## config.mk

```make
export PLATFORM = sky130hd
export DESIGN_NAME = sys_time_counter
export DESIGN_NICKNAME = d
export VERILOG_FILES = /design/src/rtl/stc_pkg.sv /design/src/rtl/stc_count.sv /design/src/rtl/stc_shadow.sv /design/src/rtl/stc_rdport.sv /design/src/rtl/sys_time_counter.sv
export SDC_FILE = /design/constraint.sdc
export NUM_CORES = 1
export LEC_CHECK = 0
export BUFFER_PORTS_ARGS = -buffer_cell sky130_fd_sc_hd__buf_2
export CORE_ASPECT_RATIO = 0.6
export CORE_UTILIZATION = 42
export CTS_BUF_LIST = sky130_fd_sc_hd__clkbuf_8 sky130_fd_sc_hd__clkbuf_16
export DETAILED_ROUTE_END_ITERATION = 12
export GPL_ROUTABILITY_DRIVEN = 0
export PLACE_DENSITY_LB_ADDON = 0.12
export SYNTH_ARGS = -nofsm -noshare
export SYNTH_HDL_FRONTEND = slang
export SYNTH_SLANG_ARGS = --single-unit
```

## constraint.sdc

```tcl
create_clock -name clk -period 2.47 [get_ports clk]
set_clock_uncertainty 0.15 [all_clocks]
set_input_delay 0.494 -clock clk [delete_from_list [all_inputs] [get_ports clk]]
set_output_delay 0.494 -clock clk [all_outputs]
set_load 0.03 [all_outputs]
```

## src/rtl/stc_pkg.sv

```systemverilog
package stc_pkg;

   // Kind of bus access seen in the current cycle
   typedef enum logic [2:0] {
      ACC_IDLE     = 3'd0,
      ACC_LO       = 3'd1,
      ACC_HI       = 3'd2,
      ACC_UNMAPPED = 3'd3,
      ACC_WRITE    = 3'd4
   } acc_e;

endpackage

```

## src/rtl/stc_count.sv

```systemverilog
module stc_count #(
   parameter int CNT_W = 64
) (
   input  logic             clk,
   input  logic             rst_n,
   input  logic             en_i,
   output logic [CNT_W-1:0] cnt_o
);

   initial begin
      assert (CNT_W >= 2) else $error("stc_count: CNT_W too small");
   end

   logic [CNT_W-1:0] cnt_q;

   always_ff @(posedge clk) begin
      if (!rst_n)    cnt_q <= '0;
      else if (en_i) cnt_q <= cnt_q + CNT_W'(1);
   end

   assign cnt_o = cnt_q;

   // disabled cycle leaves the count untouched
   p_hold_off_r2: assert property (@(posedge clk) disable iff (!rst_n)
      !en_i |=> cnt_q == $past(cnt_q));

   // enabled cycle adds one, modulo the full width
   p_step_one_r3: assert property (@(posedge clk) disable iff (!rst_n)
      en_i |=> cnt_q == CNT_W'($past(cnt_q) + CNT_W'(1)));

endmodule

```

## src/rtl/stc_shadow.sv

```systemverilog
module stc_shadow #(
   parameter int W = 32
) (
   input  logic         clk,
   input  logic         rst_n,
   input  logic         cap_i,
   input  logic [W-1:0] hi_i,
   output logic [W-1:0] shadow_o
);

   logic [W-1:0] shadow_q;

   always_ff @(posedge clk) begin
      if (!rst_n)     shadow_q <= '0;
      else if (cap_i) shadow_q <= hi_i;
   end

   assign shadow_o = shadow_q;

   // shadow moves only on a low-word read
   p_shadow_hold_r5: assert property (@(posedge clk) disable iff (!rst_n)
      !cap_i |=> $stable(shadow_q));

   // captured word is the high half presented at the capture edge
   p_shadow_load_r5: assert property (@(posedge clk) disable iff (!rst_n)
      cap_i |=> shadow_q == $past(hi_i));

endmodule

```

## src/rtl/stc_rdport.sv

```systemverilog
module stc_rdport
   import stc_pkg::*;
#(
   parameter int W = 32
) (
   input  logic         clk,
   input  logic         rst_n,
   input  acc_e         acc_i,
   input  logic [W-1:0] lo_i,
   input  logic [W-1:0] shadow_i,
   output logic         rd_valid_o,
   output logic [W-1:0] rd_data_o
);

   logic         valid_q;
   logic [W-1:0] data_q;
   logic         is_read;
   logic [W-1:0] data_d;

   always_comb begin
      is_read = 1'b0;
      data_d  = data_q;
      unique case (acc_i)
         ACC_LO:       begin is_read = 1'b1; data_d = lo_i;     end
         ACC_HI:       begin is_read = 1'b1; data_d = shadow_i; end
         ACC_UNMAPPED: begin is_read = 1'b1; data_d = '0;       end
         default:      begin is_read = 1'b0; data_d = data_q;   end
      endcase
   end

   always_ff @(posedge clk) begin
      if (!rst_n) begin
         valid_q <= 1'b0;
         data_q  <= '0;
      end else begin
         valid_q <= is_read;
         data_q  <= data_d;
      end
   end

   assign rd_valid_o = valid_q;
   assign rd_data_o  = data_q;

   // low-word read answers next cycle with the low half
   p_lo_data_r4: assert property (@(posedge clk) disable iff (!rst_n)
      acc_i == ACC_LO |=> valid_q && data_q == $past(lo_i));

   // high-word read returns the shadow
   p_hi_data_r5: assert property (@(posedge clk) disable iff (!rst_n)
      acc_i == ACC_HI |=> valid_q && data_q == $past(shadow_i));

   // unmapped read returns zero
   p_unmapped_zero_r7: assert property (@(posedge clk) disable iff (!rst_n)
      acc_i == ACC_UNMAPPED |=> valid_q && data_q == '0);

   // no response and held data without a read
   p_no_resp_r6: assert property (@(posedge clk) disable iff (!rst_n)
      (acc_i == ACC_WRITE || acc_i == ACC_IDLE) |=> !valid_q && $stable(data_q));

endmodule

```

## src/rtl/sys_time_counter.sv

```systemverilog
module sys_time_counter
   import stc_pkg::*;
#(
   parameter int          BUS_W   = 32,
   parameter int          ADDR_W  = 4,
   parameter logic [31:0] LO_ADDR = 32'h0,
   parameter logic [31:0] HI_ADDR = 32'h4
) (
   input  logic              clk,
   input  logic              rst_n,
   input  logic              cfg_count_en,
   input  logic              req_valid,
   input  logic              req_write,
   input  logic [ADDR_W-1:0] req_addr,
   output logic              rd_valid,
   output logic [BUS_W-1:0]  rd_data
);

   localparam int CNT_W = 2 * BUS_W;
   localparam int WORDS = CNT_W / BUS_W;

   initial begin
      assert (BUS_W >= 1) else $error("sys_time_counter: BUS_W must be positive");
      assert (ADDR_W >= 1 && ADDR_W <= 32) else $error("sys_time_counter: ADDR_W out of range");
      assert (LO_ADDR != HI_ADDR) else $error("sys_time_counter: word addresses collide");
      assert ((LO_ADDR >> ADDR_W) == 0 && (HI_ADDR >> ADDR_W) == 0)
         else $error("sys_time_counter: word address does not fit ADDR_W");
   end

   logic [CNT_W-1:0] cnt;
   logic [BUS_W-1:0] word [WORDS];
   logic [BUS_W-1:0] shadow;
   acc_e             acc;

   // Split the count into bus-sized words
   for (genvar g = 0; g < WORDS; g++) begin : g_word
      assign word[g] = cnt[g*BUS_W +: BUS_W];
   end

   always_comb begin
      if (!req_valid)                           acc = ACC_IDLE;
      else if (req_write)                       acc = ACC_WRITE;
      else if (req_addr == ADDR_W'(LO_ADDR))    acc = ACC_LO;
      else if (req_addr == ADDR_W'(HI_ADDR))    acc = ACC_HI;
      else                                      acc = ACC_UNMAPPED;
   end

   stc_count #(.CNT_W(CNT_W)) u_count (
      .clk   (clk),
      .rst_n (rst_n),
      .en_i  (cfg_count_en),
      .cnt_o (cnt)
   );

   stc_shadow #(.W(BUS_W)) u_shadow (
      .clk      (clk),
      .rst_n    (rst_n),
      .cap_i    (acc == ACC_LO),
      .hi_i     (word[WORDS-1]),
      .shadow_o (shadow)
   );

   stc_rdport #(.W(BUS_W)) u_rdport (
      .clk        (clk),
      .rst_n      (rst_n),
      .acc_i      (acc),
      .lo_i       (word[0]),
      .shadow_i   (shadow),
      .rd_valid_o (rd_valid),
      .rd_data_o  (rd_data)
   );

   // a write leaves the count on its normal path
   p_write_no_touch_r6: assert property (@(posedge clk) disable iff (!rst_n)
      (req_valid && req_write && !cfg_count_en) |=> cnt == $past(cnt));

endmodule

```

==> metrics <==
Die Span X=155 um; EDFF count, synth=0; DRC violations left=2; worst path cell trace=nand4_1, buf_4, nor4_1, and4_1, a21boi_0, o21a_1; Yosys warning total=0; Post-Syn Nets=between 700 and 800; Top FF cell, synth=dfxtp_1; Critical Path AT=about 2.5 ns; later-pin clock latency in the skew report=between 0.4 and 0.5 ns; wire per inst=approximately 17 um; hpwl dp=roughly 12 mm; first-pass GRT wire length=28.1 mm; synth top area cells=dfxtp_1 (44%), nor2_1 (7.7%), a21oi_1 (7.5%), nand2_1 (5.8%), mux2i_1 (5.6%); gr ovfl total=0; CTS Sinks=around 130; Worst R2R Setup Slack=roughly 0.14 ns; critical path class=reg -> reg; CTS tree=built; xor and xnor area share after synthesis=between 5 and 6%; TNS Setup=0 ns; Worst setup startpoint=u_count.cnt_o[19]$_SDFFE_PN0P_; flip-flop and latch count after synthesis=about 130; initial drt markers=~540; R2R cell count=6; Setup Viol. Count Final=0; main combinational cell family by area after synthesis=simple AND/OR/NAND/NOR gates; Critical Path Start Type=register; FFs w/ async S/R, synth=0%; post-synthesis cell type count=36; hold path startpoint=rst_n; DRT Pass-1 Iters=9; H-tree depth=4; Buf/Inv on CP=1; sequential fraction of the synthesis area=44.0%; Hold EP=u_count.cnt_o[46]$_SDFFE_PN0P_; clk slew on worst S/H paths=approximately 0.06 ns; Core Box Area=about 0.014 sq mm; Pwr per Cell Area=654 mW/mm^2; mapped cell area=roughly 0.0059 sq mm; num rows=33; hold path depth=2; TritonCTS Buffers=17; Slew headroom=about 55%; antenna-violating nets left=0; layout cells sized above 1=a little under a fifth; post-synthesis cell count=roughly 700; clock root cell=clkbuf_16; vias=approximately 5500; status=finished, violations left; maximum vdd ir drop=about 0.36 mV; die area=between 0.01 and 0.015 sq mm; WL final=about 17 mm; WP data required=~2.6 ns; Yosys top cell by area=dfxtp_1; maximum operating frequency=about 430 MHz; top cell type's share of synthesized area=between 40 and 50%; # fillers=1286; CP Depth=6; number of antenna violations at the first check in global routing=0; HP Class=in -> reg; crit share post-route=roughly 94%; flip-flop and latch area=~0.0026 sq mm; Ports=42; adder-cell share of the synthesized area=less than 1%; CP Max Fanout=5; dpl ws=0.0944 ns; CP top delay family=simple AND/OR/NAND/NOR gates; Synth Area in Compound Gates=about 10%; RSZ-0062 raised after global routing=no; failing checks=design-rule violations; largest net degree at the start of global routing=67; Final #Nets=around 800; final worst path period need=about 2.3 ns; cts repair resizes=0; Post-Syn Area per Cell=around 8.1 sq um; Post-Synth Simple-Gate Area=a little under a third; n_diodes=0; P&R area growth vs syn=22.7%; Via density=roughly 5.6; Leak Pwr=between 2 and 3 nW; Slew Limit Fails=0; starting density of the core=~43%; worst r2r src=u_count.cnt_o[19]$_SDFFE_PN0P_; CP peak stage delay=approximately 0.52 ns; Final Hold Fails=0; crit end category=register; post-synthesis mux area share=under 10%; max cap viols=0; worst hold slack=between 0.2 and 0.25 ns; min setup slack post-route=about 0.14 ns; number of global-route vias before repair=5200; IO Port Bufs=41; actual slew at the worst max-slew pin=roughly 0.68 ns; Die Y=just over 90 um; area of the multi-input gates=around 0.0031 sq mm; GRT Util Overall=between 20% and 30%; Worst path slowest cell=dfxtp_1; Max clock buf depth=2; reg-to-reg endpoint=u_count.cnt_o[46]$_SDFFE_PN0P_
-- through the flow --
step	instances	total power, mW	area (sq um)	utilization, %
floorplan	721	2.21	5860	-
global placement	955	2.25	6600	48.4
detailed placement	955	2.25	6600	48.4
CTS	987	4.75	7190	52.7
global route	988	4.86	7190	52.8
finish	988	4.71	7190	52.8
-- report_power, final --
part	internal (mW)	leakage [nW]	switching (mW)	total (mW)
sequential	2.08	1.04	0.00485	2.09
clock	1.50	0.280	1.01	2.51
combinational	0.0345	1.34	0.0747	0.109
-- layout by cell type (no fill, tap or decap), types with 4 or more instances in the layout --
cell type and instances:
a21oi_1 88, and3_1 6, and4_1 7, buf_2 41
buf_4 54, clkbuf_16 17, clkinv_2 4, dfxtp_1 129
inv_1 9, inv_6 4, mux2i_1 33, nand2_1 91
nand3_1 22, nand4_1 37, nand4_2 7, nor2_1 120
nor3_1 11, nor4_1 13, nor4_2 5, o21ai_0 21
or3_1 17, or4_1 7, xnor2_1 14, xor2_1 23
-- how the worst max path moves through the flow --
stage	endpoint	slack, ns
after CTS	u_count.cnt_o[50]$_SDFFE_PN0P_	0.08
after global placement	u_count.cnt_o[50]$_SDFFE_PN0P_	0.12
after global routing	u_count.cnt_o[31]$_SDFFE_PN0P_	0.02
final	u_count.cnt_o[46]$_SDFFE_PN0P_	0.14
after detailed placement	u_count.cnt_o[50]$_SDFFE_PN0P_	0.09
after floorplan	u_shadow.shadow_o[10]$_SDFFE_PN0N_	0.24
-- state kept, by name, indices dropped and copies added (netlist names) --
register             cells
u_shadow.shadow_o       32
u_rdport.rd_data_o      32
u_count.cnt_o           64
u_rdport.rd_valid_o      1
-- kinds of logic (layout without fill, tap and decap cells) --
group | after synthesis | count (layout)
and+or+nand+nor | 358 | 358
DFF | 129 | 129
AOI/OAI and AO/OA | 115 | 115
buffers and inverters | 48 | 140
xor gates and xnor gates | 37 | 37
muxes | 33 | 33
adders and majority gates | 1 | 1
-- layout make-up --
class / count / share of cell area [%]
Tap cell: 175 / 3.04
Clock inverter: 15 / 2.21
Inverter: 10 / 0.539
Clock buffer: 17 / 5.91
Multi-Input combinational cell: 544 / 43.1
Timing Repair Buffer: 98 / 9.32
Sequential cell: 129 / 35.9
-- repair_timing --
| action | in CTS | in global routing |
|---|---|---|
| hold buffers | 0 | 0 |
| buffers inserted | 0 | 1 |
| endpoints found under the setup margin | 0 | 2 |
-- synthesized netlist by cell type (9+ instances only) --
library cell,number
dfxtp_1,129
nor2_1,121
nand2_1,91
a21oi_1,88
nand4_1,37
mux2i_1,33
clkbuf_1,29
xor2_1,23
nand3_1,22
o21ai_0,21
or3_1,17
nor4_1,14
xnor2_1,14
nor3_1,11
buf_2,9
inv_1,9
-- metal layers --
| layer | part of all wire [%] | track usage, % | vias to the layer above |
|---|---|---|---|
| li1 | - | - | 2694 |
| met4 | 0.63 | 7.01 | 0 |
| met5 | 0 | 0 | - |
| met3 | 7.3 | 6.58 | 13 |
| met2 | 40 | 34.8 | 178 |
| met1 | 52 | 38.1 | 2645 |
-- worst register-to-register path, cell delays in order, from the launching register on --
cell and delay (ns):
dfxtp_1 0.52, nand4_1 0.32, buf_4 0.25, nor4_1 0.33
and4_1 0.33, a21boi_0 0.12, o21a_1 0.19
Power figures use the tool's default switching activity.
